**src/rtl/spi_boot_pkg.sv**
```systemverilog
package spi_boot_pkg;
  localparam int DIV_W      = 10;
  localparam int SIZE_W     = 20;
  localparam int HDR_WORDS  = 32;
  localparam int SLOW_WORDS = 4;
  localparam logic [7:0] OP_READ = 8'h03;
  localparam logic [7:0] OP_FAST = 8'h0B;

  typedef struct packed {
    logic       start;
    logic [7:0] txByte;
    logic       isData;
    logic       loadFast;
  } dpCmd_t;
endpackage

```
**src/rtl/spi_boot_shifter.sv**
```systemverilog
module spi_boot_shifter #(
  parameter int DIV_W = 10
) (
  input  logic             clk,
  input  logic             rstN,
  input  logic             start,
  input  logic [7:0]       txByte,
  input  logic [DIV_W-1:0] halfDiv,
  input  logic             miso,
  output logic             sclk,
  output logic             mosi,
  output logic             byteDone,
  output logic [7:0]       rxByte
);
  logic [DIV_W-1:0] halfCnt;
  logic [3:0]       edgeCnt;
  logic             sclkR, busyR, doneR;
  logic [7:0]       txSh, rxSh;

  always_ff @(posedge clk) begin
    if (!rstN) begin
      halfCnt <= '0;
      edgeCnt <= '0;
      sclkR   <= 1'b0;
      busyR   <= 1'b0;
      doneR   <= 1'b0;
      txSh    <= '0;
      rxSh    <= '0;
    end else begin
      doneR <= 1'b0;
      if (!busyR) begin
        if (start) begin
          busyR   <= 1'b1;
          txSh    <= txByte;
          halfCnt <= '0;
          edgeCnt <= '0;
          sclkR   <= 1'b0;
        end
      end else if (halfCnt == halfDiv) begin
        halfCnt <= '0;
        sclkR   <= ~sclkR;
        edgeCnt <= edgeCnt + 4'd1;
        // rising edge samples, falling edge advances the output bit
        if (!sclkR) rxSh <= {rxSh[6:0], miso};
        else        txSh <= {txSh[6:0], 1'b0};
        if (edgeCnt == 4'd15) begin
          busyR <= 1'b0;
          doneR <= 1'b1;
        end
      end else begin
        halfCnt <= halfCnt + 1'b1;
      end
    end
  end

  assign sclk     = sclkR;
  assign mosi     = txSh[7];
  assign byteDone = doneR;
  assign rxByte   = rxSh;

  p_mosi_stable_r6: assert property (@(posedge clk) disable iff (!rstN)
    (sclkR && $past(sclkR)) |-> $stable(txSh[7]));

  p_start_idle_r6: assert property (@(posedge clk) disable iff (!rstN)
    start |-> !busyR);
endmodule

```
**src/rtl/spi_boot_dp.sv**
```systemverilog
module spi_boot_dp
  import spi_boot_pkg::*;
#(
  parameter int SLOW_DIV = 7
) (
  input  logic              clk,
  input  logic              rstN,
  input  dpCmd_t            cmd,
  input  logic              miso,
  output logic              sclk,
  output logic              mosi,
  output logic              byteDone,
  output logic              memWrEn,
  output logic [SIZE_W-1:0] memWrAddr,
  output logic [31:0]       memWrData,
  output logic [SIZE_W-1:0] sizeWords,
  output logic              hsRead,
  output logic [27:0]       sdramMode,
  output logic [31:0]       memConfig
);
  logic [DIV_W-1:0]  curDiv, divHdr;
  logic [7:0]        rxByte;
  logic              dataLatch;
  logic [1:0]        byteIdx;
  logic [23:0]       wordSh;
  logic [SIZE_W-1:0] wordIdx;
  logic [31:0]       newWord;

  spi_boot_shifter #(.DIV_W(DIV_W)) shifter_i (
    .clk(clk), .rstN(rstN), .start(cmd.start), .txByte(cmd.txByte),
    .halfDiv(curDiv), .miso(miso), .sclk(sclk), .mosi(mosi),
    .byteDone(byteDone), .rxByte(rxByte)
  );

  assign newWord = {rxByte, wordSh};

  always_ff @(posedge clk) begin
    if (!rstN) begin
      curDiv    <= DIV_W'(SLOW_DIV);
      divHdr    <= '0;
      dataLatch <= 1'b0;
      byteIdx   <= '0;
      wordSh    <= '0;
      wordIdx   <= '0;
      memWrEn   <= 1'b0;
      memWrAddr <= '0;
      memWrData <= '0;
      sizeWords <= '0;
      hsRead    <= 1'b0;
      sdramMode <= '0;
      memConfig <= '0;
    end else begin
      memWrEn <= 1'b0;
      if (cmd.start)    dataLatch <= cmd.isData;
      if (cmd.loadFast) curDiv    <= divHdr;
      if (byteDone && dataLatch) begin
        byteIdx <= byteIdx + 2'd1;
        if (byteIdx == 2'd3) begin
          memWrEn   <= 1'b1;
          memWrAddr <= wordIdx;
          memWrData <= newWord;
          wordIdx   <= wordIdx + 1'b1;
          case (wordIdx)
            SIZE_W'(0): sizeWords <= newWord[SIZE_W-1:0];
            SIZE_W'(1): sdramMode <= newWord[27:0];
            SIZE_W'(2): divHdr    <= newWord[DIV_W-1:0];
            SIZE_W'(3): hsRead    <= newWord[0];
            SIZE_W'(4): memConfig <= newWord;
            default: ;
          endcase
        end else begin
          wordSh <= {rxByte, wordSh[23:8]};
        end
      end
    end
  end

  p_wr_pulse_r7: assert property (@(posedge clk) disable iff (!rstN)
    memWrEn |=> !memWrEn);
endmodule

```
**src/rtl/spi_boot_ctrl.sv**
```systemverilog
module spi_boot_ctrl
  import spi_boot_pkg::*;
(
  input  logic              clk,
  input  logic              rstN,
  input  logic [1:0]        bootMode,
  input  logic              byteDone,
  input  logic [SIZE_W-1:0] sizeWords,
  input  logic              hsRead,
  output dpCmd_t            cmd,
  output logic              csN,
  output logic              done,
  output logic              error
);
  localparam int CNT_W = SIZE_W + 2;

  typedef enum logic [2:0] {
    S_IDLE, S_CMD, S_ADDR, S_DUMMY, S_DATA, S_GAP, S_DONE, S_ERR
  } state_t;

  state_t           state;
  logic             waitB, secondPass, active, sizeOk, fastCmd;
  logic [1:0]       nAddr, addrCnt;
  logic [CNT_W-1:0] bytesLeft;

  assign active  = state inside {S_CMD, S_ADDR, S_DUMMY, S_DATA};
  assign sizeOk  = sizeWords >= SIZE_W'(HDR_WORDS);
  assign fastCmd = secondPass && hsRead;

  always_comb begin
    cmd       = '0;
    cmd.start = active && !waitB;
    case (state)
      S_CMD:  cmd.txByte = fastCmd ? OP_FAST : OP_READ;
      S_ADDR: cmd.txByte = (secondPass && addrCnt == nAddr - 2'd1)
                           ? 8'(SLOW_WORDS * 4) : 8'h00;
      S_DATA: cmd.isData = 1'b1;
      S_GAP:  cmd.loadFast = sizeOk;
      default: ;
    endcase
  end

  always_ff @(posedge clk) begin
    if (!rstN) begin
      state      <= S_IDLE;
      waitB      <= 1'b0;
      secondPass <= 1'b0;
      nAddr      <= '0;
      addrCnt    <= '0;
      bytesLeft  <= '0;
    end else begin
      case (state)
        S_IDLE: begin
          nAddr <= bootMode;
          state <= (bootMode == 2'b00) ? S_DONE : S_CMD;
        end
        S_GAP: begin
          if (!sizeOk) begin
            state <= S_ERR;
          end else begin
            secondPass <= 1'b1;
            state      <= S_CMD;
          end
        end
        S_DONE, S_ERR: ;
        default: begin
          if (!waitB) begin
            waitB <= 1'b1;
          end else if (byteDone) begin
            waitB <= 1'b0;
            case (state)
              S_CMD: begin
                addrCnt <= '0;
                state   <= S_ADDR;
              end
              S_ADDR: begin
                if (addrCnt == nAddr - 2'd1) begin
                  state     <= fastCmd ? S_DUMMY : S_DATA;
                  bytesLeft <= secondPass
                               ? {sizeWords - SIZE_W'(SLOW_WORDS), 2'b00}
                               : CNT_W'(SLOW_WORDS * 4);
                end else begin
                  addrCnt <= addrCnt + 2'd1;
                end
              end
              S_DUMMY: state <= S_DATA;
              default: begin
                bytesLeft <= bytesLeft - 1'b1;
                if (bytesLeft == CNT_W'(1))
                  state <= secondPass ? S_DONE : S_GAP;
              end
            endcase
          end
        end
      endcase
    end
  end

  assign csN   = !active;
  assign done  = (state == S_DONE);
  assign error = (state == S_ERR);
endmodule

```
**src/rtl/spi_boot_loader.sv**
```systemverilog
module spi_boot_loader
  import spi_boot_pkg::*;
#(
  parameter int SLOW_DIV = 7
) (
  input  logic              clk,
  input  logic              rstN,
  input  logic [1:0]        bootMode,
  input  logic              miso,
  output logic              sclk,
  output logic              csN,
  output logic              mosi,
  output logic              memWrEn,
  output logic [SIZE_W-1:0] memWrAddr,
  output logic [31:0]       memWrData,
  output logic [27:0]       sdramMode,
  output logic [31:0]       memConfig,
  output logic              done,
  output logic              error
);
  dpCmd_t            cmd;
  logic              byteDone, hsRead;
  logic [SIZE_W-1:0] sizeWords;

  spi_boot_ctrl ctrl_i (
    .clk(clk), .rstN(rstN), .bootMode(bootMode), .byteDone(byteDone),
    .sizeWords(sizeWords), .hsRead(hsRead), .cmd(cmd), .csN(csN),
    .done(done), .error(error)
  );

  spi_boot_dp #(.SLOW_DIV(SLOW_DIV)) dp_i (
    .clk(clk), .rstN(rstN), .cmd(cmd), .miso(miso), .sclk(sclk),
    .mosi(mosi), .byteDone(byteDone), .memWrEn(memWrEn),
    .memWrAddr(memWrAddr), .memWrData(memWrData), .sizeWords(sizeWords),
    .hsRead(hsRead), .sdramMode(sdramMode), .memConfig(memConfig)
  );

  p_sclk_idle_r10: assert property (@(posedge clk) disable iff (!rstN)
    csN |-> !sclk);

  p_done_quiet_r11: assert property (@(posedge clk) disable iff (!rstN)
    done |-> (csN && !sclk));
endmodule

```
**config.mk**
```make
export PLATFORM = sky130hd
export DESIGN_NAME = spi_boot_loader
export DESIGN_NICKNAME = d
export VERILOG_FILES = /design/src/rtl/spi_boot_pkg.sv /design/src/rtl/spi_boot_shifter.sv /design/src/rtl/spi_boot_dp.sv /design/src/rtl/spi_boot_ctrl.sv /design/src/rtl/spi_boot_loader.sv
export SDC_FILE = /design/constraint.sdc
export NUM_CORES = 1
export LEC_CHECK = 0
export ABC_AREA = 1
export BUFFER_PORTS_ARGS = -buffer_cell sky130_fd_sc_hd__buf_2
export CORE_MARGIN = 1
export CORE_UTILIZATION = 60
export CTS_CLUSTER_DIAMETER = 50
export DETAILED_ROUTE_END_ITERATION = 12
export GPL_ROUTABILITY_DRIVEN = 0
export PLACE_DENSITY = 0.91
export SETUP_SLACK_MARGIN = 0.4
export SLEW_MARGIN = 20
export SYNTH_ARGS = -nofsm -noshare
export SYNTH_HDL_FRONTEND = slang
export SYNTH_SLANG_ARGS = --single-unit
```
**constraint.sdc**
```tcl
create_clock -name clk -period 5.14 [get_ports clk]
set_input_delay 0.514 -clock clk [delete_from_list [all_inputs] [get_ports clk]]
set_output_delay 0.514 -clock clk [all_outputs]
set_load 0.005 [all_outputs]
```
# After elaboration in Yosys (flattened, before gate mapping)
# Cells that the tools add are included.
# totals
elab_cells	136
input_bits	5
out_inout_bits	118
ff_bits	265
# op_classes
n_addsub	8
reduce_logical	34
n_mux	41
n_lt_le_gt_ge	1
n_eq_ne	21
bitwise_logic	5
# op_table
cell	count
two-way mux 22 bit	2
one-hot mux 22 bit (2 select lines)	1
== test 20 x 2 -> 1 bit (second input constant)	2
two-way mux 8 bit	4
two-way mux 10 bit	3
AND reduction 3 bit	8
== test 22 x 1 -> 1 bit (second input constant)	1
subtractor 22 x 1 -> 22 bit (second input constant)	1
two-way mux 3 bit	7
adder 20 x 1 -> 20 bit (second input constant)	1
== test 20 x 1 -> 1 bit (second input constant)	1
== test 20 x 3 -> 1 bit (second input constant)	1
greater-or-equal comparator 20 x 6 -> 1 bit (second input constant)	1
logical NOT 20 bit	1
subtractor 20 x 3 -> 20 bit (second input constant)	1
one-hot mux 3 bit (3 select lines)	2
two-way mux 4 bit	4
one-hot mux 8 bit (2 select lines)	1
AND reduction 5 bit	3
two-way mux 1 bit	13
== test 3 bit (second input constant)	4
adder 10 x 1 -> 10 bit (second input constant)	1
== test 10 bit	1
AND reduction 2 bit	5
25 further kinds	41

# Logic depth before layout (Yosys ltp)
# Gate-level depths: netlist (run 1).
# depth
ltp_word	7
mapped_depth	12
ltp_nobuf	12

# Cells and area by module
# A second synthesis (run 1) with hierarchy kept.
# hier_totals
hier_cells	1898
hier_area_um2	12778.5
# by_module_without_submodules
module	area_per_inst_um2	cells_per_inst	n_inst
spi_boot_dp	8385.5	1168	1
spi_boot_ctrl	2642.5	468	1
spi_boot_shifter	1750.4	262	1

# Least setup slack after synthesis (run 1)
# No wires, ideal clock.
# synth_path
kind	register to register
startpoint	reg dp_i.byteIdx[0]
endpoint	reg dp_i.sdramMode[24]
t_required_ns	5.023
path_stages_with_launch	11
synth_period_minus_slack_ns	1.658
path_slack_ns	3.482
t_arrival_ns	1.541
setup_ns	0.117
cell_sequence	dfxtp_1 ha_1 inv_2 nor2_4 nand3_1 nor3_4 nand3_1 buf_4 buf_6 o21ai_1 a21oi_1
# synth_between
elab_chain_len	2
# synth_rtl
item	line	source
start: declaration	spi_boot_dp.sv:24	logic [1:0] byteIdx;
start signal: assignment	spi_boot_dp.sv:57	byteIdx <= byteIdx + 2'd1;
== test 2 bit	spi_boot_dp.sv:58	if (byteIdx == 2'd3) begin
AND reduction 3 bit (no source line)	-	
end signal: assignment	spi_boot_dp.sv:65	SIZE_W'(1): sdramMode <= newWord[27:0];
end: declaration	spi_boot_dp.sv:18	output logic [27:0] sdramMode,
# No other way between the ends.
# A chain may end at the register's enable or synchronous reset.

# Final worst setup path (run 1)
# layout_path
startpoint	reg dp_i.byteIdx[0]
endpoint	reg dp_i.sdramMode[14]
# The elaborated chain is that of the path after synthesis.

==> impl_metrics.py, run 1 <==
metrics = {
    "outcome": {
        "status": "complete, no violations",
    },
    "power_and_ir_drop": {
        "power.density_nw_per_um2": 361,
        "power_mw": 4.85,
        "internal_power_mw": 3.58,
        "leakage_nw": 6.37,
        "p_switching_mw": 1.28,
        "ir_worst_vdd_mv": 0.256,
        "swShare": 0.263,
        "clkPwrFrac": 0.450,
        "p_comb_frac": 0.108,
        "pwr-share-seq": 0.442,
    },
    "cts": {
        "clkLatencyLatePin_ns": 0.55,
        "ctsHoldBuffers": 0,
        "numCtsBuffers": 28,
        "clk_pin_slew_worst_paths_ns": 0.07,
        "htreeDepth": 1,
        "cts.repair.resized": 0,
        "cts_buffer_depth": 3,
        "cts.sinks": 265,
        "root_buffer": "clkbuf_16",
        "tritoncts": "built",
        "cts_setup_buffers": 0,
    },
    "synth": {
        "synthCells": 1694,
        "yosys.cell_types.count": 38,
        "ys_seq_area_frac": 0.451,
        "synth_xor_area_frac": 0.0186,
        "synth_ff_type": "dfxtp_1",
        "synth_top_cell_by_area": "dfxtp_1",
        "synth_edf_count": 0,
        "synth_top_family_by_area": "simple AND/OR/NAND/NOR gates",
        "synth_warnings": 0,
        "yosys-mux-area-fraction": 0,
        "syn-num-nets": 1709,
        "netlist.area_leader.share": 0.451,
        "synth_seq_cells": 265,
        "syn_area_per_cell_sq_um": 6.94,
        "synth-adder-area-share": 0.0106,
        "synthTopCellsByArea": "dfxtp_1 (45%), nor2_1 (9.4%), nand2_1 (7.9%)",
        "synth_area_sq_um": 11800,
        "yosys.area_share.simple": 0.240,
        "postSynth.asyncResetShare": 0,
        "synth_compound_area_frac": 0.171,
    },
    "timing": {
        "fin_setup_tns_ns": 0,
        "hold_ws_ns": 0.220,
        "max_freq_mhz": 364,
        "maxSlewHeadroom": 0.317,
        "hold_viol": 0,
        "drv_slew": 0,
        "max_slew.worst_pin.slew_ns": 1.02,
        "min_period_over_period": 0.534,
        "rsz0062_at_grt": "no",
        "setup_viol": 0,
        "fin_skew_ns": 0.0142,
        "fin_crit_ns": 2.75,
    },
    "global_routing": {
        "grt_use_total": 0.308,
        "grt_pass1_wl_um": 51100,
        "grt_max_degree": 120,
        "antenna_found_initial": 0,
        "overflow": 0,
        "first_global_vias": 10600,
    },
    "final_layout": {
        "syn2layout_area_growth_pct": 14.3,
        "antenna_cells": 0,
        "seq_area_sq_um": 5310,
        "drive_above_1_share": 0.118,
        "nets": 1796,
        "multi_input_area_sq_um": 5170,
        "fin_area_sq_um": 13400,
        "final_util": 0.709,
        "fill_cells": 1361,
    },
    "detailed_routing": {
        "ant_nets": 0,
        "wirelength_um": 31300,
        "via_per_inst": 5.58,
        "vias": 11500,
        "drt_iter0_drc": 972,
        "wl_per_cell_um": 15.2,
        "firstDrtPassIters": 8,
        "drc": 0,
    },
    "place": {
        "dp_hpwl_um": 19500,
        "dpl_cell_area_sq_um": 12400,
        "port_buffers": 122,
    },
    "worst_setup_path": {
        "crit_arrival_ns": 3.14,
        "path_buf_inv": 1,
        "regToRegSetupSlack_ns": 2.39,
        "crit_family": "simple AND/OR/NAND/NOR gates",
        "ff2ff_path_depth": 8,
        "crit_start": "dp_i.byteIdx[0]",
        "path_class": "reg2reg",
        "cp_max_fo": 56,
        "slowest_delay_ns": 0.81,
        "cp.required_ns": 5.54,
        "crit_cells": 8,
        "worstSetupEndpoint": "dp_i.sdramMode[14]",
        "crit_path_cell_trace": "ha_1, inv_2, nor2_4, nand3_1, nor3_4, nand3_2, o21ai_0, a21oi_1",
        "cp-start-kind": "flip-flop",
        "end_kind": "flip-flop",
        "r2r-start": "dp_i.byteIdx[0]",
        "worst_r2r_endpoint": "dp_i.sdramMode[14]",
        "cpMaxStageDelayCell": "nand3_2",
    },
    "die": {
        "initial_core_util": 0.620,
        "coreArea_sq_um": 19000,
        "num_rows": 50,
        "num_io_pins": 123,
        "dieArea_sq_um": 20200,
        "die_x_um": 142,
        "die_y_um": 142,
    },
    "worst_hold_path": {
        "hold_class": "in2reg",
    },
    "flow_run": {
        "max_cap_viol_count": 0,
    },
}
cells by family after synthesis:
group | Yosys count
DFF | 265
buffers and inverters | 326
adders and majority gates | 10
xor gates and xnor gates | 25
and+or+nand+nor | 672
AOI/OAI and AO/OA | 396
state kept, by name (all words and copies together), names as in the netlist, 3 cells and up:
| signal | flops |
|---|---|
| ctrl_i.bytesLeft | 22 |
| ctrl_i.state | 3 |
| dp_i.curDiv | 10 |
| dp_i.divHdr | 10 |
| dp_i.memConfig | 32 |
| dp_i.memWrAddr | 20 |
| dp_i.memWrData | 32 |
| dp_i.sdramMode | 28 |
| dp_i.shifter_i.edgeCnt | 4 |
| dp_i.shifter_i.halfCnt | 10 |
| dp_i.shifter_i.rxByte | 8 |
| dp_i.shifter_i.txSh | 8 |
| dp_i.sizeWords | 20 |
| dp_i.wordIdx | 20 |
| dp_i.wordSh | 24 |
cell type report:
class                      instances  share of cell area
clock inverter                    16              0.0158
tap                              260              0.0242
multi-input combinational       1103               0.385
sequential                       265               0.395
timing repair buffer             129              0.0495
clock buffer                      36              0.0597
inverter                         254              0.0711
power by group through the flow:
stage | Sequential, mW | Combinational [mW] | Clock, mW
finish | 2.15 | 0.524 | 2.18
global route | 2.15 | 0.588 | 2.28
CTS | 2.15 | 0.516 | 2.19
detailed placement | 2.19 | 0.505 | 0
global placement | 2.19 | 0.489 | 0
floorplan | 2.18 | 0.419 | 0
synth_stat cells (all sizes together), types with 8 or more instances:
master	count
ha	10
nand3	76
nand2	252
nor2	302
nand4	11
buf	19
o21ai	224
xor2	17
xnor2	8
dfxtp	265
a21oi	161
nor3	26
inv	254
clkbuf	53
metal layers:
layer	routed length, um	vias to the layer above	GRT usage
met3	2980	118	0.0653
met5	0	-	0
met1	12500	5245	0.380
met2	14600	587	0.515
li1	-	5571	-
met4	1220	0	0.140
tightest hold or removal path, delay by kind of cell:
family                 cells  cell delay (ns)
buffers and inverters      1             0.09
AND/OR/NAND/NOR            2             0.12
layout by cell type (no fill, tap or decap), drive strengths merged:
cell type	n
nor2	302
dfxtp	265
inv	259
nand2	252
o21ai	224
a21oi	161
buf	129
nand3	76
clkbuf	36
nor3	26
xor2	17
nand4	11
ha	10
xnor2	8
o211ai	4
bufinv	4
clkinv	4
o22ai	3
clkinvlp	3
nor4	2
or2	1
a31oi	1
a211oi	1
and2	1
nand3b	1
a22oi	1
o221ai	1
through the flow:
stage / setup slack (ns) / cells
2_1_floorplan: 3.48 / 1694
3_3_place_gp: 2.66 / 2011
3_5_place_dp: 2.54 / 2011
4_1_cts: 2.45 / 2063
5_1_grt: 2.17 / 2063
6_report: 2.39 / 2063
worst min-delay path by stage:
stage               slack (ns)          startpoint                  to  cells after the start
floorplan                 0.42      dp_i.divHdr[4]      dp_i.divHdr[4]                      2
global placement          0.43  dp_i.sdramMode[27]  dp_i.sdramMode[27]                      2
detailed placement        0.44  dp_i.sdramMode[16]  dp_i.sdramMode[16]                      2
CTS                       0.21         bootMode[1]     ctrl_i.nAddr[1]                      3
global route              0.24         bootMode[1]     ctrl_i.nAddr[1]                      3
finish                    0.22         bootMode[1]     ctrl_i.nAddr[1]                      3
(Power assumes the default switching activity.)
==> run 2, diff against run 1 <==
ABC_AREA = 0   (was 1)
CORE_UTILIZATION = 58   (was 60)
PLACE_DENSITY = 0.89   (was 0.91)
clock period = 2.77 ns   (was 5.14 ns; I/O delays follow)
==> impl_metrics.py, run 2 <==
metrics = {
    "place": {
        "dpl.cell_count": 1671,
        "port_buffers": 122,
        "dp_hpwl_um": 18100,
    },
    "detailed_routing": {
        "ant_nets": 0,
        "wl_per_cell_um": 16.6,
        "highest-signal-layer": "met4",
        "wl_met1_um": 11500,
        "wirelength_um": 28700,
        "drc": 0,
        "wl_met3_um": 2410,
        "vias": 10300,
        "firstDrtPassIters": 5,
        "drt_iter0_drc": 1164,
        "via_per_inst": 5.95,
        "wl_met2_um": 13900,
    },
    "synth": {
        "synth.most_common_cell": "nand2_1",
        "syn-num-nets": 1404,
        "synthTopCellsByArea": "dfxtp_1 (48%), nand2_1 (12%), a21oi_1 (7.5%)",
        "syn_area_per_cell_sq_um": 7.88,
        "synth_area_sq_um": 10900,
        "postSynth.asyncResetShare": 0,
        "synth_common_cells": "nand2_1 (354), dfxtp_1 (265), a21oi_1 (165), nor2_1 (104), o21ai_0 (80)",
        "synth_top_cell_by_area": "dfxtp_1",
        "ys_seq_area_frac": 0.485,
        "yosys.cell_types.count": 60,
        "synth_edf_count": 0,
        "synth_warnings": 0,
        "netlist.area_leader.share": 0.485,
        "synth_ff_type": "dfxtp_1",
        "synth_seq_cells": 265,
        "synthCells": 1389,
    },
    "cts": {
        "numCtsBuffers": 29,
        "tritoncts": "built",
        "htreeDepth": 1,
        "clk_pin_slew_worst_paths_ns": 0.06,
        "cts_buffer_depth": 3,
        "cts.sinks": 265,
        "root_buffer": "clkbuf_16",
        "clkLatencyLatePin_ns": 0.57,
    },
    "worst_setup_path": {
        "regToRegSetupSlack_ns": 0.47,
        "path_class": "reg2reg",
        "cp_max_fo": 6,
        "ff2ff_path_depth": 6,
        "worst_r2r_endpoint": "ctrl_i.state[0]",
        "cpMaxStageDelayCell": "or4_1",
        "crit_arrival_ns": 2.78,
        "crit_path_cell_trace": "nor4_4, nand3_2, or4_1, or3_4, a311o_1, a21oi_2",
        "path_buf_inv": 0,
        "r2r-start": "ctrl_i.bytesLeft[13]",
        "end_kind": "flip-flop",
        "cp.required_ns": 3.25,
        "crit_family": "simple AND/OR/NAND/NOR gates",
        "slowest_delay_ns": 0.45,
        "cp-start-kind": "flip-flop",
    },
    "die": {
        "dieArea_sq_um": 19400,
        "initial_core_util": 0.601,
        "num_io_pins": 123,
        "num_rows": 49,
        "coreArea_sq_um": 18200,
        "die_x_um": 139,
        "die_y_um": 139,
    },
    "timing": {
        "rsz0062_at_grt": "yes",
        "max_freq_mhz": 434,
        "maxSlewHeadroom": 0.375,
        "setup_viol": 0,
        "fin_skew_ns": 0.0290,
        "min_period_over_period": 0.831,
        "hold_viol": 0,
        "fin_setup_tns_ns": 0,
        "fin_crit_ns": 2.30,
        "drv_slew": 0,
        "max_slew.worst_pin.slew_ns": 0.938,
        "hold_ws_ns": 0.207,
    },
    "global_routing": {
        "antenna_found_initial": 0,
        "grt_max_degree": 190,
        "grt_pass1_wl_um": 46100,
        "overflow": 0,
        "grt_use_total": 0.286,
        "first_global_vias": 9463,
    },
    "final_layout": {
        "nets": 1492,
        "drive_above_1_share": 0.147,
        "mostFrequentLayoutCells": "nand2_1 (354), dfxtp_1 (265), a21oi_1 (165)",
        "fill_cells": 1321,
        "layout.cells.non_filler": 1729,
        "final_common_cell": "nand2_1",
        "final_util": 0.702,
        "reg_top3": "dp_i.memConfig x32, dp_i.memWrData x32, dp_i.sdramMode x28",
        "antenna_cells": 0,
        "syn2layout_area_growth_pct": 16.7,
    },
    "power_and_ir_drop": {
        "p_comb_frac": 0.118,
        "power.density_nw_per_um2": 707,
        "ir_worst_vdd_mv": 0.565,
        "internal_power_mw": 6.60,
        "leakage_nw": 4.96,
        "swShare": 0.271,
        "clkPwrFrac": 0.435,
        "p_switching_mw": 2.45,
        "pwr-share-seq": 0.447,
    },
    "worst_hold_path": {
        "hp-start": "rstN",
        "min_path_cells": 3,
        "min_to": "dp_i.shifter_i.edgeCnt[3]",
        "hold_class": "in2reg",
    },
    "outcome": {
        "status": "complete, no violations",
    },
    "flow_run": {
        "max_cap_viol_count": 0,
    },
}
-- run 2: kinds of logic after synthesis --
| logic type | synth area share |
|---|---|
| AOI/OAI and AO/OA | 0.149 |
| xor gates and xnor gates | 0.0400 |
| adders and majority gates | 0.0114 |
| buffers and inverters | 0.0375 |
| DFF | 0.485 |
| muxes | 0.0240 |
| and+or+nand+nor | 0.253 |
-- run 2: tightest hold or removal path, delay by kind of cell --
| family | cells | cell delay, ns |
|---|---|---|
| buffers and inverters | 1 | 0.25 |
| AND/OR/NAND/NOR | 2 | 0.18 |
-- run 2: through the flow --
stage | cell area (sq um) | power, mW | worst slack [ns]
after floorplan | 10900 | 4.82 | 0.537
after global placement | 11700 | 5.07 | 0.480
after global routing | 12800 | 9.34 | 0.366
final | 12800 | 9.04 | 0.468
after detailed placement | 11700 | 5.11 | 0.380
after CTS | 12700 | 9.01 | 0.418
-- run 2: power by group through the flow --
| stage | sequential, mW | clock, mW | combinational [mW] |
|---|---|---|---|
| after floorplan | 4.01 | 0 | 0.801 |
| after global placement | 4.11 | 0 | 0.965 |
| after detailed placement | 4.11 | 0 | 0.999 |
| after CTS | 4.03 | 3.96 | 1.03 |
| after global routing | 4.05 | 4.12 | 1.17 |
| final | 4.04 | 3.93 | 1.07 |
-- run 2: what timing repair did --
item / in CTS / in global routing
hold buffers: 3 / 0
pin swaps: 1 / 0
gates resized for setup: 2 / 8
endpoints found under the setup margin: 15 / 49
endpoints found under the hold margin: 3 / 0
setup buffers: 1 / 0
-- run 2: how the worst max path moves through the flow --
stage                         endpoint  depth (start not counted)  slack [ns]            startpoint
floorplan              ctrl_i.state[0]                          7        0.54   ctrl_i.bytesLeft[7]
detailed placement     ctrl_i.state[1]                          6        0.38   ctrl_i.bytesLeft[7]
global placement    dp_i.sdramMode[23]                          7        0.48       dp_i.wordIdx[4]
CTS                    ctrl_i.state[1]                          6        0.42  ctrl_i.bytesLeft[13]
finish                 ctrl_i.state[0]                          6        0.47  ctrl_i.bytesLeft[13]
global route           ctrl_i.state[1]                          6        0.37  ctrl_i.bytesLeft[13]
-- run 2: layer usage --
| metal | track usage | up-vias |
|---|---|---|
| met4 | 0.105 | 0 |
| met2 | 0.485 | 472 |
| met5 | 0 | - |
| met1 | 0.360 | 4846 |
| met3 | 0.0595 | 80 |
| li1 | - | 4889 |
-- run 2: final cells by class --
class                           count  area, sq um  share of cell area
Clock buffer                       39          823              0.0644
Timing Repair Buffer              147          833              0.0652
Clock inverter                     15          168              0.0131
Tap cell                          229          287              0.0224
Sequential cell                   265         5310               0.415
Multi-Input combinational cell   1018         5300               0.415
Inverter                           16         65.1             0.00509
